===== src/rtl/ring_stop_ctrl.sv =====
module ring_stop_ctrl #(
  parameter int CELLS_PER_CH = 1024,
  parameter int NUM_CH       = 8,
  parameter int DLY_W        = 8
) (
  input  logic                               clk,
  input  logic                               rst_n,
  input  logic                               trig,
  input  logic                               rearm,
  input  logic                               rd_go,
  input  logic [DLY_W-1:0]                   cfg_delay,
  input  logic [$clog2(CELLS_PER_CH*NUM_CH):0] cfg_roi,
  input  logic [1:0]                         cfg_mode,
  output logic                               sampling,
  output logic [$clog2(CELLS_PER_CH*NUM_CH)-1:0] wr_cell,
  output logic [$clog2(CELLS_PER_CH*NUM_CH)-1:0] stop_addr,
  output logic                               rd_valid,
  output logic [$clog2(NUM_CH)-1:0]          rd_ch,
  output logic [$clog2(CELLS_PER_CH)-1:0]    rd_cell
);
  localparam int AW     = $clog2(CELLS_PER_CH*NUM_CH);
  localparam int LW     = AW + 1;
  localparam int CH_W   = $clog2(NUM_CH);
  localparam int CELL_W = $clog2(CELLS_PER_CH);

  typedef enum logic [1:0] {S_RUN, S_HOLD, S_STOP, S_READ} st_t;
  st_t state;

  logic [AW-1:0]    wr_ptr, rd_addr;
  logic [DLY_W-1:0] hold_cnt;
  logic [LW-1:0]    left;
  logic [1:0]       mode_eff;
  logic [LW-1:0]    ring_len, roi_eff, wr_p1, rd_p1;
  logic [AW-1:0]    wr_nx, rd_nx;

  assign mode_eff = (32'(cfg_mode) > CH_W) ? 2'(CH_W) : cfg_mode;
  assign ring_len = LW'(CELLS_PER_CH) << mode_eff;
  assign roi_eff  = (cfg_roi == '0 || cfg_roi > ring_len) ? ring_len : cfg_roi;

  assign wr_p1 = {1'b0, wr_ptr} + LW'(1);
  assign rd_p1 = {1'b0, rd_addr} + LW'(1);
  assign wr_nx = (wr_p1 >= ring_len) ? '0 : wr_p1[AW-1:0];
  assign rd_nx = (rd_p1 >= ring_len) ? '0 : rd_p1[AW-1:0];

  always_ff @(posedge clk) begin
    if (!rst_n) begin
      state     <= S_RUN;
      wr_ptr    <= '0;
      stop_addr <= '0;
      hold_cnt  <= '0;
      rd_addr   <= '0;
      left      <= '0;
    end else begin
      case (state)
        S_RUN: begin
          if (trig && cfg_delay == '0) begin
            state     <= S_STOP;
            stop_addr <= wr_ptr;
          end else begin
            if (trig) begin
              state    <= S_HOLD;
              hold_cnt <= cfg_delay;
            end
            wr_ptr <= wr_nx;
          end
        end
        S_HOLD: begin
          if (hold_cnt == DLY_W'(1)) begin
            state     <= S_STOP;
            stop_addr <= wr_ptr;
          end else begin
            hold_cnt <= hold_cnt - DLY_W'(1);
            wr_ptr   <= wr_nx;
          end
        end
        S_STOP: begin
          if (rearm) state <= S_RUN;
          else if (rd_go) begin
            state   <= S_READ;
            rd_addr <= stop_addr;
            left    <= roi_eff;
          end
        end
        default: begin
          if (rearm || left == LW'(1)) state <= S_RUN;
          else begin
            rd_addr <= rd_nx;
            left    <= left - LW'(1);
          end
        end
      endcase
    end
  end

  assign sampling = (state == S_RUN) || (state == S_HOLD);
  assign rd_valid = (state == S_READ);
  assign wr_cell  = wr_ptr;
  assign rd_ch    = rd_addr[AW-1:CELL_W];
  assign rd_cell  = rd_addr[CELL_W-1:0];
endmodule



===== config.mk =====
export PLATFORM = sky130hd
export DESIGN_NAME = ring_stop_ctrl
export DESIGN_NICKNAME = d
export VERILOG_FILES = /design/src/rtl/ring_stop_ctrl.sv
export SDC_FILE = /design/constraint.sdc
export NUM_CORES = 1
export LEC_CHECK = 0
export CAP_MARGIN = 30
export CORE_ASPECT_RATIO = 1.2
export CORE_MARGIN = 2
export CORE_UTILIZATION = 55
export DETAILED_ROUTE_END_ITERATION = 16
export GPL_ROUTABILITY_DRIVEN = 1
export PLACE_DENSITY_LB_ADDON = 0.05
export SYNTH_ARGS = -nofsm -noshare
export SYNTH_HDL_FRONTEND = slang
export SYNTH_SLANG_ARGS = --single-unit

===== constraint.sdc =====
create_clock -name clk -period 4.6 [get_ports clk]
set_clock_uncertainty 0.05 [all_clocks]
set_input_delay 1.15 -clock clk [delete_from_list [all_inputs] [get_ports clk]]
set_output_delay 1.15 -clock clk [all_outputs]
set_load 0.05 [all_outputs]

==> impl_metrics.csv <==
group,metric,value,unit
power_and_ir_drop,leakagePower,1.84,nW
setup_path,worstSetupPathType,"reg -> out",
synth,ys_types,60,
drt,vias_per_cell,6.28,
cells_and_area,n_fill_cell,574,
timing,worst-slew-pin-transition,0.943,ns
timing,hold_viol,0,
floorplanning,core,6900,µm²
setup_path,cpMostUsedCell,"inv_1",
timing,fin_crit,3.50,ns
cells_and_area,layout_common_cells,"clkdlybuf4s50_1, dfxtp_1, nor2_1",
place,place.gp.congestion,0.908,
synth,yosys-top-cells-area,"dfxtp_1, ha_1, a21oi_1",
floorplanning,dieArea,7890,µm²
synth,synth_seq_cells,63,
clock_tree,clock_latency,0.35,ns
drt,wl_per_cell,16.9,µm
global_route,grt_util_all_layers,28.7,%
cells_and_area,drive_above_1_share,6.71,%
drt,drt_iter0_drc,345,
clock_tree,numCtsBuffers,9,
synth,ys_seq_area_share,31.9,%
power_and_ir_drop,p_per_area,572,nW/µm²
place,dp_hpwl,7790,µm
synth,yosys.area.top_type,"dfxtp_1",
cells_and_area,layout.cells.non_filler,653,
drt,drc,0,
power_and_ir_drop,pwr-share-seq,27.9,%
clock_tree,clock-sinks,63,
clock_tree,clk_pin_slew,0.07,ns
place,dp_cells,637,
floorplanning,start_util,57.4,%
cells_and_area,regArea,1260,µm²
synth,yosysWarnings,0,
floorplanning,die_h,96.9,µm
power_and_ir_drop,power_switching_share,46.2,%
clock_tree,hold_buffers,0,
clock_tree,cts-root-buf,"clkbuf_8",
timing,fin_crit_sh,76.0,%
global_route,antenna_found_initial,0,
cells_and_area,multi_input_area,2520,µm²
floorplanning,pin_count,70,
synth,syn-cell-area,3960,µm²
floorplanning,die_w,81.4,µm
power_and_ir_drop,combPwrFrac,52.9,%
synth,syn_avg_cell_area,7.94,µm²
global_route,gr-total-overflow,0,
drt,finalWirelength,11100,µm
cells_and_area,antennaDiodeCount,0,
clock_tree,cts_buffer_depth,2,
synth,synth_enable_flop_cells,0,
setup_path,worstPathCellList,"inv_1 > ha_1 > nor2_1 > inv_1 > clkdlybuf4s50_1",
status,status,"finished, final reports clean",
global_route,grt_max_degree,37,
place,io_buffers,69,
clock_tree,cts-resized-gates,0,
power_and_ir_drop,switchingPower,1.31,mW
cells_and_area,layout_commonest_cell,"clkdlybuf4s50_1",
setup_path,start_kind,"flop",
global_route,grt_pass1_vias,3922,
global_route,grt_pass1_wl,18200,µm
clock_tree,cts_tree,"done",
power_and_ir_drop,ir_drop,0.406,mV
synth,yosysTopAreaCellShare,31.9,%
power_and_ir_drop,pwr-share-clk,19.2,%
drt,ant_nets,0,
synth,synthFlopType,"dfxtp_1",
floorplanning,rows,33,
setup_path,end_kind,"primary output",
timing,slew_headroom,37.1,%
timing,slew_violations,0,
cells_and_area,area_growth,25.2,%
timing,finalSetupViolCount,0,
hold_path,hold_path.class,"reg -> reg",
setup_path,crit_required,3.40,ns
cells_and_area,nNetsFinal,614,
clock_tree,htreeDepth,3,
timing,max_clock_freq,286,MHz
synth,synth_cells,498,
power_and_ir_drop,intPower,1.52,mW
timing,tns,0,ns
setup_path,crit_arrival,2.30,ns
synth,synth-async-reset-ratio,0,%
drt,vias,4103,
setup_path,max_stage_delay,0.80,ns
drt,drt_first_pass_iters,5,
timing,hold_ws,0.448,ns
synth,syn_nets,551,
setup_path,cp_max_fo,15,
job,drv_cap,0,
clock_tree,cts_setup_buffers,0,
timing,grt_setup_unrepaired,"no",
setup_path,cp_slowest_cell,"clkdlybuf4s50_1",
-- cells by family (layout without fill, tap and decap cells) --
family	Yosys count	in the layout	synth area share, %
XOR/XNOR	18	18	3.98
multiplexers	14	14	3.54
adder cells (fa/ha/maj)	24	24	7.59
AND/OR/NAND/NOR	183	183	23.8
flip-flops	63	63	31.9
buffers and inverters	45	113	4.43
AO/OA/AOI/OAI	151	151	24.8
-- power groups by stage --
stage	combinational [mW]	clock, mW	sequential, mW
6_report	1.50	0.543	0.791
4_1_cts	1.48	0.545	0.788
3_5_place_dp	1.47	0	0.799
5_1_grt	1.65	0.570	0.809
3_3_place_gp	1.44	0	0.794
2_1_floorplan	1.06	0	0.862
-- Yosys cell counts (2+ instances only) --
library cell and instances:
o21a_1 3, a211o_1 2, a211oi_1 4, nor4_1 11, or2_2 4, a21o_1 7, mux2i_1 14, xor2_1 11
dfxtp_1 63, and4_1 4, and3_1 9, xnor2_1 7, a21oi_1 47, o221a_2 3, or3_1 4, o31ai_1 8
o211ai_1 4, nand3_1 19, nand4b_1 2, or4_1 2, o41ai_1 2, clkbuf_1 21, buf_2 2, a32o_1 4
a221oi_1 6, nand4_1 12, nand2b_1 4, nor2_1 49, a22oi_1 5, and2_1 5, nand2_1 33, nor2b_1 3
nor3_1 16, inv_1 20, o21ai_0 34, a31oi_1 4, ha_1 24, o21ai_1 4
-- final cells by class --
class                      count  share of cell area [%]
clock buffer                   9                    2.50
multi-input combinational    390                    50.9
inverter                      21                    1.59
sequential                    63                    25.5
tap                           87                    2.20
clock inverter                 7                    1.97
timing repair buffer          76                    15.4
-- stage by stage --
step	worst slack (ns)	cell area (µm²)	total power, mW	util (%)
floorplan	1.52	3960	1.92	-
global route	0.957	4950	3.03	71.8
CTS	1.11	4950	2.82	71.8
finish	1.10	4950	2.83	71.8
global placement	1.08	4700	2.23	68.2
detailed placement	1.01	4730	2.27	68.6
-- worst max-delay path, delay by kind of cell, from the launching register on --
family	cells	cell delay, ns
buf+inv	3	0.97
fa+ha+maj	1	0.48
simple gates	1	0.16
flops	1	0.34
-- flip-flops by register name, indices dropped and copies added (netlist names) --
signal     count
left          14
rd_addr       13
stop_addr     13
wr_cell       13
hold_cnt       8
state          2
-- path summary, 6_finish.rpt --
check / from / end / slack, ns / depth (start not counted)
setup / recovery: state[1] / sampling / 1.10 / 5
hold / removal: hold_cnt[1] / hold_cnt[1] / 0.45 / 2
setup reg to reg: rd_addr[0] / rd_addr[6] / 1.57 / 11
hold reg to reg: hold_cnt[1] / hold_cnt[1] / 0.45 / 2
-- routing by layer --
metal	track usage [%]	routed length (µm)
met4	12.5	207
met3	4.48	760
met1	38.7	4840
met5	0	0
met2	44.7	5250
Note: power is estimated with default switching activity, not from simulation.
